==> src/rtl/sup_reset_pkg.sv <==
package sup_reset_pkg;

  typedef enum logic [1:0] {
    ST_IDLE  = 2'd0,
    ST_HOLD  = 2'd1,
    ST_RUN   = 2'd2,
    ST_BROWN = 2'd3
  } rstState_e;

  typedef struct packed {
    logic loadFull;
    logic floorMin;
    logic decr;
    logic assertRst;
  } rstStrobe_t;

endpackage

==> src/rtl/sup_reset_sync.sv <==
module sup_reset_sync #(
  parameter int STAGES = 2
) (
  input  logic clk,
  input  logic din,
  output logic dout
);

  logic [STAGES-1:0] shiftQ;

  generate
    if (STAGES == 1) begin : g_single
      always_ff @(posedge clk) shiftQ <= din;
    end else begin : g_chain
      always_ff @(posedge clk) shiftQ <= {shiftQ[STAGES-2:0], din};
    end
  endgenerate

  assign dout = shiftQ[STAGES-1];

endmodule

==> src/rtl/sup_reset_debounce.sv <==
module sup_reset_debounce #(
  parameter int STABLE_TICKS = 1000
) (
  input  logic clk,
  input  logic porClr,
  input  logic syncIn,
  output logic mrAssert
);

  localparam int CW = (STABLE_TICKS < 2) ? 1 : $clog2(STABLE_TICKS);
  localparam logic [CW-1:0] LAST = CW'(STABLE_TICKS - 1);

  logic          debLevel;
  logic [CW-1:0] stableCnt;
  logic          differs;
  logic          accept;

  assign differs  = (syncIn != debLevel);
  assign accept   = differs && (stableCnt == LAST);
  assign mrAssert = accept && !syncIn;

  always_ff @(posedge clk) begin
    if (porClr) begin
      debLevel  <= 1'b1;
      stableCnt <= '0;
    end else if (!differs) begin
      stableCnt <= '0;
    end else if (accept) begin
      debLevel  <= syncIn;
      stableCnt <= '0;
    end else begin
      stableCnt <= stableCnt + 1'b1;
    end
  end

  // the filtered level only ever moves to the value the synchroniser held
  a_r4_level_follows_input: assert property (@(posedge clk) disable iff (porClr)
    !$stable(debLevel) |-> (debLevel == $past(syncIn)));

endmodule

==> src/rtl/sup_reset_ctrl.sv <==
module sup_reset_ctrl
  import sup_reset_pkg::*;
(
  input  logic       clk,
  input  logic       porClr,
  input  logic       supLow,
  input  logic       mrAssert,
  input  logic       lastTick,
  output rstStrobe_t strobe
);

  rstState_e state;
  rstState_e stateNxt;
  logic      rstOn;

  assign rstOn = (state != ST_IDLE);

  always_comb begin
    stateNxt = state;
    strobe   = '0;
    if (porClr) begin
      stateNxt        = ST_RUN;
      strobe.loadFull = 1'b1;
    end else begin
      unique case (state)
        ST_IDLE: begin
          if (supLow) begin
            stateNxt        = ST_HOLD;
            strobe.loadFull = 1'b1;
          end else if (mrAssert) begin
            stateNxt        = ST_RUN;
            strobe.loadFull = 1'b1;
          end
        end
        ST_HOLD: begin
          strobe.loadFull = 1'b1;
          if (!supLow) stateNxt = ST_RUN;
        end
        ST_RUN: begin
          if (supLow) begin
            stateNxt = ST_BROWN;
            if (mrAssert) strobe.loadFull = 1'b1;
            else          strobe.decr     = 1'b1;
          end else if (mrAssert) begin
            strobe.loadFull = 1'b1;
          end else if (lastTick) begin
            stateNxt = ST_IDLE;
          end else begin
            strobe.decr = 1'b1;
          end
        end
        ST_BROWN: begin
          if (mrAssert)    strobe.loadFull = 1'b1;
          else if (supLow) strobe.decr     = 1'b1;
          else             strobe.floorMin = 1'b1;
          if (!supLow) stateNxt = ST_RUN;
        end
        default: stateNxt = ST_IDLE;
      endcase
    end
    strobe.assertRst = rstOn;
  end

  always_ff @(posedge clk) begin
    state <= stateNxt;
  end

  // a synchronised supply-low flag always leaves reset asserted next cycle
  a_r1_low_forces_reset: assert property (@(posedge clk) disable iff (porClr)
    supLow |=> rstOn);

  // reset only drops after the datapath reported the final tick
  a_r2_release_after_count: assert property (@(posedge clk) disable iff (porClr)
    $fell(rstOn) |-> $past(lastTick));

  // an accepted manual request with the supply good asserts reset
  a_r5_manual_starts_pulse: assert property (@(posedge clk) disable iff (porClr)
    (mrAssert && !supLow) |=> rstOn);

  // no release while the supply flag is still set
  a_r1_no_release_when_low: assert property (@(posedge clk) disable iff (porClr)
    (rstOn && supLow) |=> rstOn);

endmodule

==> src/rtl/sup_reset_dpath.sv <==
module sup_reset_dpath
  import sup_reset_pkg::*;
#(
  parameter int PULSE_TICKS = 200000,
  parameter int MIN_TICKS   = 140000
) (
  input  logic       clk,
  input  logic       porClr,
  input  rstStrobe_t strobe,
  output logic       lastTick,
  output logic       rstOutN,
  output logic       rstOutHi,
  output logic       rstOdPullEn
);

  localparam int CW = $clog2(PULSE_TICKS + 1);
  localparam logic [CW-1:0] PULSE_C = CW'(PULSE_TICKS);
  localparam logic [CW-1:0] MIN_C   = CW'(MIN_TICKS);
  localparam logic [CW-1:0] ONE_C   = CW'(1);

  logic [CW-1:0] remainCnt;

  always_ff @(posedge clk) begin
    if (strobe.loadFull) begin
      remainCnt <= PULSE_C;
    end else if (strobe.floorMin) begin
      remainCnt <= (remainCnt < MIN_C) ? MIN_C : remainCnt;
    end else if (strobe.decr && (remainCnt != '0)) begin
      remainCnt <= remainCnt - 1'b1;
    end
  end

  assign lastTick    = (remainCnt == ONE_C);
  assign rstOutN     = ~strobe.assertRst;
  assign rstOutHi    = strobe.assertRst;
  assign rstOdPullEn = strobe.assertRst;

  // recovery after a brownout always leaves at least the minimum interval
  a_r3_floor_after_brownout: assert property (@(posedge clk) disable iff (porClr)
    strobe.floorMin |=> (remainCnt >= MIN_C));

  // the counter never underflows while reset is being timed
  a_r2_no_wrap: assert property (@(posedge clk) disable iff (porClr)
    (strobe.decr && !strobe.loadFull && !strobe.floorMin && remainCnt == '0) |=> (remainCnt == '0));

endmodule

==> src/rtl/sup_reset_gen.sv <==
module sup_reset_gen
  import sup_reset_pkg::*;
#(
  parameter int PULSE_TICKS = 200000,
  parameter int MIN_TICKS   = 140000,
  parameter int DEB_TICKS   = 1000,
  parameter int SYNC_STAGES = 2
) (
  input  logic clk,
  input  logic porClr,
  input  logic supplyLowIn,
  input  logic manRstInN,
  output logic rstOutN,
  output logic rstOutHi,
  output logic rstOdPullEn
);

  logic       supLow;
  logic       mrSync;
  logic       mrAssert;
  logic       lastTick;
  rstStrobe_t strobe;

  sup_reset_sync #(.STAGES(SYNC_STAGES)) uSyncSupply (
    .clk  (clk),
    .din  (supplyLowIn),
    .dout (supLow)
  );

  sup_reset_sync #(.STAGES(SYNC_STAGES)) uSyncManual (
    .clk  (clk),
    .din  (manRstInN),
    .dout (mrSync)
  );

  sup_reset_debounce #(.STABLE_TICKS(DEB_TICKS)) uDebounce (
    .clk      (clk),
    .porClr   (porClr),
    .syncIn   (mrSync),
    .mrAssert (mrAssert)
  );

  sup_reset_ctrl uCtrl (
    .clk      (clk),
    .porClr   (porClr),
    .supLow   (supLow),
    .mrAssert (mrAssert),
    .lastTick (lastTick),
    .strobe   (strobe)
  );

  sup_reset_dpath #(
    .PULSE_TICKS (PULSE_TICKS),
    .MIN_TICKS   (MIN_TICKS)
  ) uDpath (
    .clk         (clk),
    .porClr      (porClr),
    .strobe      (strobe),
    .lastTick    (lastTick),
    .rstOutN     (rstOutN),
    .rstOutHi    (rstOutHi),
    .rstOdPullEn (rstOdPullEn)
  );

endmodule

==> config.mk <==
export PLATFORM = sky130hd
export DESIGN_NAME = sup_reset_gen
export DESIGN_NICKNAME = d
export VERILOG_FILES = /design/src/rtl/sup_reset_pkg.sv /design/src/rtl/sup_reset_sync.sv /design/src/rtl/sup_reset_debounce.sv /design/src/rtl/sup_reset_ctrl.sv /design/src/rtl/sup_reset_dpath.sv /design/src/rtl/sup_reset_gen.sv
export SDC_FILE = /design/constraint.sdc
export NUM_CORES = 1
export LEC_CHECK = 0
export BUFFER_PORTS_ARGS = -buffer_cell sky130_fd_sc_hd__buf_2
export CAP_MARGIN = 0
export CORE_MARGIN = 5
export CORE_UTILIZATION = 50
export CTS_CLUSTER_DIAMETER = 30
export DETAILED_ROUTE_END_ITERATION = 7
export PLACE_DENSITY = 0.67
export SYNTH_ARGS = -nofsm -noshare
export SYNTH_HDL_FRONTEND = slang
export SYNTH_SLANG_ARGS = --single-unit
==> constraint.sdc <==
create_clock -name clk -period 2.85 [get_ports clk]
set_input_delay 0.285 -clock clk [delete_from_list [all_inputs] [get_ports clk]]
set_output_delay 0.285 -clock clk [all_outputs]
set_load 0.02 [all_outputs]
# [After elaboration in Yosys (flattened, before gate mapping)]
# Cells that the tools add are included.
[totals] inputBits=4 elab_cells=60 reg_bits=35 out_inout_bits=3
[op_classes] addsub=2 n_lt_le_gt_ge=1 n_reduce_logical=14 bitwise=2 eq_ne=11 mux=24
[ops] operator="2-to-1 mux 18 bit" count=3
[ops] operator="equality test 18 x 1 -> 1 bit (second input constant)" count=1
[ops] operator="less-than comparator 18 bit (second input constant)" count=1
[ops] operator="nonzero test 18 bit" count=1
[ops] operator="subtractor 18 x 1 -> 18 bit (second input constant)" count=1
[ops] operator="2-to-1 mux 2 bit" count=8
[ops] operator="adder 10 x 1 -> 10 bit (second input constant)" count=1
[ops] operator="equality test 10 bit (second input constant)" count=1
[ops] operator="2-to-1 mux 1 bit" count=10
[ops] operator="!= test 3 bit (second input constant)" count=3
[ops] operator="case mux 2 bit (3 select lines)" count=1
[ops] operator="equality test 2 bit (second input constant)" count=2
[ops] operator="AND reduction 2 bit" count=2
[ops] operator="AND reduction 4 bit" count=1
[ops] operator="nonzero test 2 bit" count=2
[ops] operator="OR reduction 2 bit" count=2
[ops] operator="logical AND 1 bit" count=3
[ops] operator="case mux 1 bit (3 select lines)" count=1
[ops] operator="OR reduction 3 bit" count=1
[ops] operator="equality test 2 x 1 -> 1 bit (second input constant)" count=1
[ops] operator="zero test 2 bit" count=1
[ops] operator="!= test 2 x 1 -> 1 bit (second input constant)" count=1
[ops] operator="!= test 2 bit (second input constant)" count=1
[ops] operator="NOT 1 bit" count=2
[ops] operator="3 further kinds" count=3

# [Longest topological paths before layout]
# Gate-level depths: netlist of run 1.
[logic_depth] depth_word=10 depth_mapped=8 depth_no_buf=7

# [By module]
# Synthesis of run 1 repeated with hierarchy kept, for this count alone.
[hier_totals] cells_unflattened=203 hier_area_um2=1810.5
[modules_own_cells] mod="sup_reset_dpath" area_each_um2=1074.8 seq_area_each_um2=360.3 n_inst=1 cells_each=129
[modules_own_cells] mod="sup_reset_debounce" area_each_um2=531.8 seq_area_each_um2=220.2 n_inst=1 cells_each=56
[modules_own_cells] mod="sup_reset_ctrl" area_each_um2=123.9 seq_area_each_um2=40.0 n_inst=1 cells_each=14
[modules_own_cells] mod="sup_reset_sync" area_each_um2=40.0 seq_area_each_um2=40.0 n_inst=2 cells_each=2

# [Least setup slack after synthesis of run 1]
# No wires, ideal clock.
[synth_path] path_kind="register -> register" start="register uDebounce.stableCnt[0]" end="register uDpath.remainCnt[3]" n_path_buf=2 setup_time_ps=115 arrival_time_ps=1855 t_required_ps=2735 path_stages_with_launch=9 slack_ps=880 synth_period_minus_slack_ps=1970 path_cell_list="dfxtp_1 ha_1 nand4bb_4 or4_4 buf_6 o211ai_4 buf_12 nor4b_1 o21a_1"
[synth_via] elab_chain_len=10 elab_cells_between_ends=19 classes_between="eq/ne: 2; mux: 12; reduce/logical: 5"
[synth_lines] item="from (decl)" line="sup_reset_debounce.sv:14" text="logic [CW-1:0] stableCnt;"
[synth_lines] item="from (signal assigned)" line="sup_reset_debounce.sv:32" text="stableCnt <= stableCnt + 1'b1;"
[synth_lines] item="equality test 10 bit (*)" line="sup_reset_debounce.sv:19" text="assign accept = differs && (stableCnt == LAST);"
[synth_lines] item="logical AND 1 bit (*)" line="sup_reset_debounce.sv:19"
[synth_lines] item="logical AND 1 bit (*)" line="sup_reset_debounce.sv:20" text="assign mrAssert = accept && !syncIn;"
[synth_lines] item="2-to-1 mux 1 bit (on tied branches)" line="sup_reset_ctrl.sv:44, sup_reset_ctrl.sv:42"
[synth_lines] item="2-to-1 mux 1 bit" line="sup_reset_ctrl.sv:40" text="if (supLow) begin"
[synth_lines] item="case mux 1 bit (2 select lines)" line="sup_reset_ctrl.sv:25" text="unique case (state)"
[synth_lines] item="2-to-1 mux 2 bit" line="sup_reset_ctrl.sv:21" text="if (porClr) begin"
[synth_lines] item="logical AND 1 bit" line="sup_reset_dpath.sv:28" text="end else if (strobe.decr && (remainCnt != '0)) begin"
[synth_lines] item="nonzero test 2 bit (no source line)"
[synth_lines] item="AND reduction 2 bit (no source line)"
[synth_lines] item="to (signal assigned)" line="sup_reset_dpath.sv:27" text="remainCnt <= (remainCnt < MIN_C) ? MIN_C : remainCnt;"
[synth_lines] item="to (signal assigned)" line="sup_reset_dpath.sv:29" text="remainCnt <= remainCnt - 1'b1;"
[synth_lines] item="to (decl)" line="sup_reset_dpath.sv:21" text="logic [CW-1:0] remainCnt;"
# Mark *: on every way between the ends. The rest lies on a longest branch, timed or not.
# A chain may end at the register's enable or synchronous reset.

# [Worst setup path in the final report of run 1]
[layout_path] start="register uDebounce.stableCnt[0]" end="register uDpath.remainCnt[15]"
# Same word-level chain as after synthesis.

==> Implementation_results.wiki, run 1 <==
{| class="wikitable"
! Metric !! Value
|-
| Cell at the root of the clock tree || clkbuf_8
|-
| Clock buffer count from CTS || 5
|-
| Number of synthesized register bits || 35
|-
| RSZ-0062 raised after global routing || false
|-
| Initial core utilization || 0.507
|-
| Synthesized netlist cell count || 193
|-
| Placement row count || 22
|-
| Top fanout value on the critical path || 9
|-
| Endpoint type of the worst setup path || flip-flop
|-
| Setup WS pre-CTS || 592 ps
|-
| Hold crit path type || input pin to flip-flop
|-
| Routability congestion estimate from global placement || 0.874
|-
| Number of unique standard cell types used by synthesis || 60
|-
| Hold wc startpoint || supplyLowIn
|-
| PostCTS Resize Cnt || 0
|-
| Net count after synthesis || 201
|-
| Number of routed nets with antenna violations || 0
|-
| Final routed DRC violation total || 0
|-
| Slew Limit Fails || 0
|-
| Maximum root-to-sink buffer count || 2
|-
| Prevailing post-synth register cell || dfxtp_1
|-
| Req. time, crit path || 3030 ps
|-
| Clock tree from TritonCTS || done
|-
| Average footprint of a synthesized cell || 9.47 µm²
|-
| Total count of hold-check failures in the final report || 0
|-
| Register area share after synthesis || 0.384
|-
| Initial antenna violation count || 0
|-
| Number of global-route vias before repair || 1,348
|-
| CTS Hold Buffers Added || 0
|-
| Min cycle time layout || 2250 ps
|-
| MaxCap Viol Count || 0
|-
| Launching element type of the critical path || flip-flop
|-
| Ratio of final minimum period to clock period || 0.790
|-
| Worst skew pair latency || 290 ps
|-
| Max Fclk || 444 MHz
|-
| Synth warn || 0
|-
| Io pins || 7
|-
| Length of the first detailed-routing pass in iterations || 4
|-
| Synthesized area || 1830 µm²
|-
| GR Util All Layers || 0.161
|-
| Routed wire length per instance || 15.0 µm
|-
| Transition at the pin with the smallest max-transition slack || 777 ps
|-
| Core region area || 3610 µm²
|-
| Arr. time, crit path || 2430 ps
|-
| Proportion of netlist area held by the largest area contributor || 0.384
|-
| GR Overflow Total || 0
|-
| Final-report setup violation count || 0
|-
| Status || finished, final reports clean
|-
| Vias/cell || 5.94
|-
| CP startpoint || uDebounce.stableCnt[0]
|-
| Ant. Diodes || 0
|-
| Die W || 70.4 µm
|-
| Area enclosed by the die boundary || 4960 µm²
|-
| Worst r2r src || uDebounce.stableCnt[0]
|-
| Total Negative Setup Slacks || 0 ps
|-
| Clock sink total || 35
|-
| First-pass GRT wire length || 6350 µm
|-
| Synth-to-Final Area Change || 8.08%
|-
| Post-layout nets || 209
|-
| DRT Wirelength || 3740 µm
|-
| Port bufs || 6
|-
| Post-synth EDFFs || 0
|-
| Type of the worst setup path || flip-flop to flip-flop
|-
| Die height || 70.4 µm
|-
| Biggest area consumer among synthesized cells || dfxtp_1
|-
| Count of buffers added by post-CTS timing repair for setup || 0
|-
| Minimum setup slack among reg-to-reg paths || 600 ps
|-
| Filler cell count || 327
|-
| Vias after detailed routing || 1,485
|-
| H-tree depth || 2
|-
| Clock skew || 3.76 ps
|-
| Top cells by area in the synthesized netlist || dfxtp_1 38%, nor2_1 4.3%, xnor2_1 3.4%
|-
| Maximum vdd ir drop || 0.333 mV
|-
| Headroom to the max-slew limit || 0.479
|-
| Clock edge transition at the registers on the reported setup and hold paths || 70 ps
|-
| Fraction of layout instances using a drive strength above 1 || 0.183
|-
| Half-perimeter wire length of the detailed placement result || 2710 µm
|-
| Worst path setup slack after routing || 600 ps
|-
| Leakage || 0.661 nW
|-
| Fraction of synthesis flops using an asynchronous set or reset pin || 0
|-
| First-iteration detailed-routing DRC count || 100
|-
| Largest net degree at the start of global routing || 16
|-
| Power per standard cell area || 546 nW/µm²
|}
flip-flops by register name (all words and copies together) (netlist names):
| signal | count |
|---|---|
| uDpath.remainCnt | 18 |
| uSyncSupply.shiftQ | 2 |
| uSyncManual.shiftQ | 2 |
| uDebounce.stableCnt | 10 |
| uDebounce.debLevel | 1 |
| uCtrl.state | 2 |
per-stage QoR:
step / util / hold slack, ps / instance area [µm²] / total power [mW] / instances
finish: 0.548 / 92.3 / 1970 / 1.08 / 250
global route: 0.548 / 76.4 / 1970 / 1.14 / 250
CTS: 0.548 / 86.1 / 1970 / 1.09 / 250
detailed placement: 0.519 / 317 / 1870 / 0.689 / 242
global placement: 0.519 / 317 / 1870 / 0.681 / 242
floorplan: - / 310 / 1830 / 0.656 / 193
layer usage:
layer | global-route usage | wire length, µm | share of wire
met2 | 0.239 | 1710 | 0.46
met5 | 0 | 0 | 0
met4 | 0.0489 | 49 | 0.013
met3 | 0.0432 | 175 | 0.047
met1 | 0.225 | 1810 | 0.48
power by group:
group / internal, mW / switching, mW / leakage [nW]
registers: 0.514 / 0.0345 / 0.286
logic: 0.0506 / 0.0798 / 0.325
clock network: 0.220 / 0.180 / 0.0505
total: 0.784 / 0.294 / 0.661
cell usage after synthesis, drive strengths merged (2+ instances only):
| master | count |
|---|---|
| xor2 | 4 |
| buf | 3 |
| o311ai | 2 |
| nor2 | 21 |
| nand4 | 6 |
| or3 | 9 |
| o211ai | 5 |
| o2111ai | 2 |
| clkbuf | 2 |
| o31ai | 3 |
| o41ai | 2 |
| nor4 | 5 |
| inv | 8 |
| a31oi | 4 |
| a211o | 2 |
| ha | 4 |
| o21ai | 6 |
| xnor2 | 7 |
| nand3 | 13 |
| or2 | 3 |
| or4 | 4 |
| dfxtp | 35 |
| nor3 | 4 |
| nor2b | 5 |
| a21oi | 4 |
| nand2 | 11 |
kinds of logic after synthesis:
kind of cell,Yosys count,share of synthesized area
XOR/XNOR,11,0.0527
AND/OR/NAND/NOR,89,0.305
flip-flops,35,0.384
adder cells (fa/ha/maj),4,0.0274
buffers and inverters,13,0.0418
multiplexers,1,0.00548
AO/OA/AOI/OAI,40,0.184
cell usage in the layout (no fill, tap or decap), drive strengths merged, types with 2 or more instances in the layout:
cell,n
dfxtp,35
nor2,21
nand3,13
nand2,11
or3,9
inv,8
xnor2,7
clkbuf,7
buf,6
nand4,6
o21ai,6
nor2b,5
nor4,5
o211ai,5
xor2,4
a31oi,4
a21oi,4
ha,4
nor3,4
or4,4
or2,3
o31ai,3
o41ai,2
a211o,2
o2111ai,2
o311ai,2
final timing paths:
kind / to / cells after the start
max reg2reg: uDpath.remainCnt[15] / 5
max: uDpath.remainCnt[15] / 5
min: uSyncSupply.shiftQ[0] / 1
min reg2reg: uSyncManual.shiftQ[1] / 0
critical path, stage by stage, from the launching register on:
cell	delay (ps)
dfxtp_1	380
ha_1	300
nand4bb_4	130
nor4_1	640
nor2_1	370
a41o_2	330
final cells by class:
cell class,count,area (µm²),share of cell area
Multi-Input combinational cell,145,1050,0.532
Timing Repair Buffer,6,30.0,0.0152
Clock buffer,7,96.3,0.0488
Sequential cell,35,701,0.355
Inverter,8,30.0,0.0152
Clock inverter,1,7.51,0.00380
Tap cell,48,60.1,0.0304
Note: power is estimated with default switching activity, not from simulation.
==> inputs of run 2 (changes only) <==
- PLACE_DENSITY: 0.67 -> 0.69
- clock period: 2.85 -> 1.8 ns (I/O delays scaled with it)
==> Implementation_results.wiki, run 2 (synthesis results as in run 1) <==
{| class="wikitable"
! Metric !! Value
|-
| Clock tree from TritonCTS || done
|-
| Peak per-stage delay on the critical path || 540 ps
|-
| Die W || 70.4 µm
|-
| Terminating pin of the worst hold path || uCtrl.state[0]
|-
| Reg with most FFs || uDpath.remainCnt
|-
| Endpoint of the lowest-slack register-to-register path || uDpath.remainCnt[1]
|-
| CP Cell Sequence || ha_4 -> nand4bb_4 -> or4_4 -> buf_6 -> nand4_4 -> nand2_2 -> o32ai_2
|-
| Hold wc startpoint || porClr
|-
| Worst skew pair latency || 300 ps
|-
| Worst r2r src || uDebounce.stableCnt[0]
|-
| Min cycle time layout || 1860 ps
|-
| MaxCap Viol Count || 0
|-
| Hold crit path type || input pin to flip-flop
|-
| Clock sink total || 35
|-
| Leakage || 1.02 nW
|-
| Synth-to-Final Area Change || 41.4%
|-
| First-pass GRT wire length || 8420 µm
|-
| Launching element type of the critical path || flip-flop
|-
| Routed wire length per instance || 16.6 µm
|-
| H-tree depth || 2
|-
| Commonest non-fill, non-tap cell in the layout || buf_4
|-
| Routability congestion estimate from global placement || 0.898
|-
| Max stage delay cell, worst path || or4_4
|-
| Half-perimeter wire length of the detailed placement result || 3350 µm
|-
| Cell depth of the worst min-delay path || 2
|-
| Req. time, crit path || 2000 ps
|-
| First-iteration detailed-routing DRC count || 134
|-
| Ant. Diodes || 0
|-
| Transition at the pin with the smallest max-transition slack || 368 ps
|-
| Worst path setup slack after routing || -58.5 ps
|-
| Kind of cell adding the most delay to the critical path || simple AND/OR/NAND/NOR gates
|-
| Headroom to the max-slew limit || 0.751
|-
| Minimum setup slack among reg-to-reg paths || -60 ps
|-
| DRT Wirelength || 5220 µm
|-
| Area enclosed by the die boundary || 4960 µm²
|-
| Cell count along the critical path || 7
|-
| Port bufs || 6
|-
| Leading cell types in the layout, fill and taps excluded || 57 x buf_4, 28 x dfxtp_1, 19 x nor2_1, 12 x nand3_1, 10 x nand2_1
|-
| Final routed DRC violation total || 0
|-
| Path depth of the worst reg2reg path || 7
|-
| Number of placed instances with taps included || 287
|-
| Largest net degree at the start of global routing || 11
|-
| Io pins || 7
|-
| Clock edge transition at the registers on the reported setup and hold paths || 70 ps
|-
| Core region area || 3610 µm²
|-
| Status || finished, violations left
|-
| Type of the worst setup path || flip-flop to flip-flop
|-
| Endpoint type of the worst setup path || flip-flop
|-
| Vias/cell || 5.67
|-
| Maximum vdd ir drop || 0.640 mV
|-
| Clock buffer count from CTS || 5
|-
| Initial core utilization || 0.507
|-
| Multi-input combinational cell area || 1170 µm²
|-
| Slew Limit Fails || 0
|-
| Ratio of final minimum period to clock period || 1.03
|-
| Max Fclk || 538 MHz
|-
| Crit path buffers/inverters || 1
|-
| Sequential cell area || 709 µm²
|-
| Placement row count || 22
|-
| GR Overflow Total || 0
|-
| Total count of hold-check failures in the final report || 0
|-
| Post-layout nets || 274
|-
| Arr. time, crit path || 2060 ps
|-
| Filler cell count || 258
|-
| Number of global-route vias before repair || 1,883
|-
| Power per standard cell area || 696 nW/µm²
|-
| GR Util All Layers || 0.214
|-
| Number of routed nets with antenna violations || 0
|-
| Final cell count without fillers || 315
|-
| Initial antenna violation count || 0
|-
| Violations in the final reports || negative setup slack
|-
| Cell at the root of the clock tree || clkbuf_8
|-
| Maximum root-to-sink buffer count || 2
|-
| Die height || 70.4 µm
|-
| Top fanout value on the critical path || 8
|-
| Largest registers || uDpath.remainCnt x18, uDebounce.stableCnt x10
|-
| Fraction of layout instances using a drive strength above 1 || 0.434
|-
| Flip-flop count of the largest register, all copies and words added || 18
|-
| RSZ-0062 raised after global routing || true
|-
| Length of the first detailed-routing pass in iterations || 4
|-
| Clock skew || 10.3 ps
|-
| Total power after layout || 1.80 mW
|-
| Vias after detailed routing || 1,786
|-
| Final-report setup violation count || 7
|}
==> run 2: changes by cell type in the layout (fill, tap and decap cells not counted), moves of 3 or more <==
| cell | before | now |
|---|---|---|
| dfxtp_2 | 0 | 7 |
| ha_1 | 4 | 1 |
| dfxtp_1 | 35 | 28 |
| buf_6 | 0 | 5 |
| buf_4 | 0 | 57 |
==> run 2: stage by stage <==
step           TNS [ps]  cell area (µm²)  hold WS, ps   util  setup slack (ps)
6_report           -197             2580          129  0.716             -58.5
5_1_grt           -1180             2580          151  0.716              -158
4_1_cts           -62.5             2470          119  0.686             -22.8
3_5_place_dp       -296             2230          284  0.620              -116
3_3_place_gp      -45.0             2230          284  0.620             -29.7
2_1_floorplan         0             1850          208      -              23.5
==> run 2: how the worst max path moves through the flow <==
stage,startpoint,endpoint,slack [ps]
floorplan,uDebounce.stableCnt[2],uDpath.remainCnt[3],20
global placement,uDpath.remainCnt[1],uDpath.remainCnt[10],-30
detailed placement,uDpath.remainCnt[1],uDpath.remainCnt[10],-120
CTS,uDebounce.stableCnt[0],uDpath.remainCnt[1],-20
global route,uDebounce.stableCnt[0],uDpath.remainCnt[4],-160
finish,uDebounce.stableCnt[0],uDpath.remainCnt[1],-60
==> run 2: metal layers <==
metal / vias up / GRT usage / routed length [µm]
li1: 869 / - / -
met1: 860 / 0.238 / 2110
met2: 42 / 0.372 / 2760
met3: 15 / 0.0446 / 227
met4: 0 / 0.123 / 129
met5: - / 0 / 0
==> run 2: timing repair <==
action	CTS	global route
hold buffers	2	0
cloned	1	0
setup buffers	13	4
resized for setup	8	16
endpoints found under the setup margin	9	19
endpoints found under the hold margin	2	0
pin swaps	9	9
==> run 2: final cells by class <==
class / instances / share of cell area
Timing Repair Buffer: 70 / 0.207
Multi-Input combinational cell: 146 / 0.452
Tap cell: 48 / 0.0233
Inverter: 8 / 0.0116
Clock buffer: 7 / 0.0296
Clock inverter: 1 / 0.00194
Sequential cell: 35 / 0.275
==> run 2: where the power goes <==
| group | total (mW) | internal, mW | switching [mW] |
|---|---|---|---|
| logic | 0.371 | 0.179 | 0.192 |
| clock network | 0.563 | 0.271 | 0.291 |
| registers | 0.862 | 0.816 | 0.0457 |
| total | 1.80 | 1.27 | 0.529 |
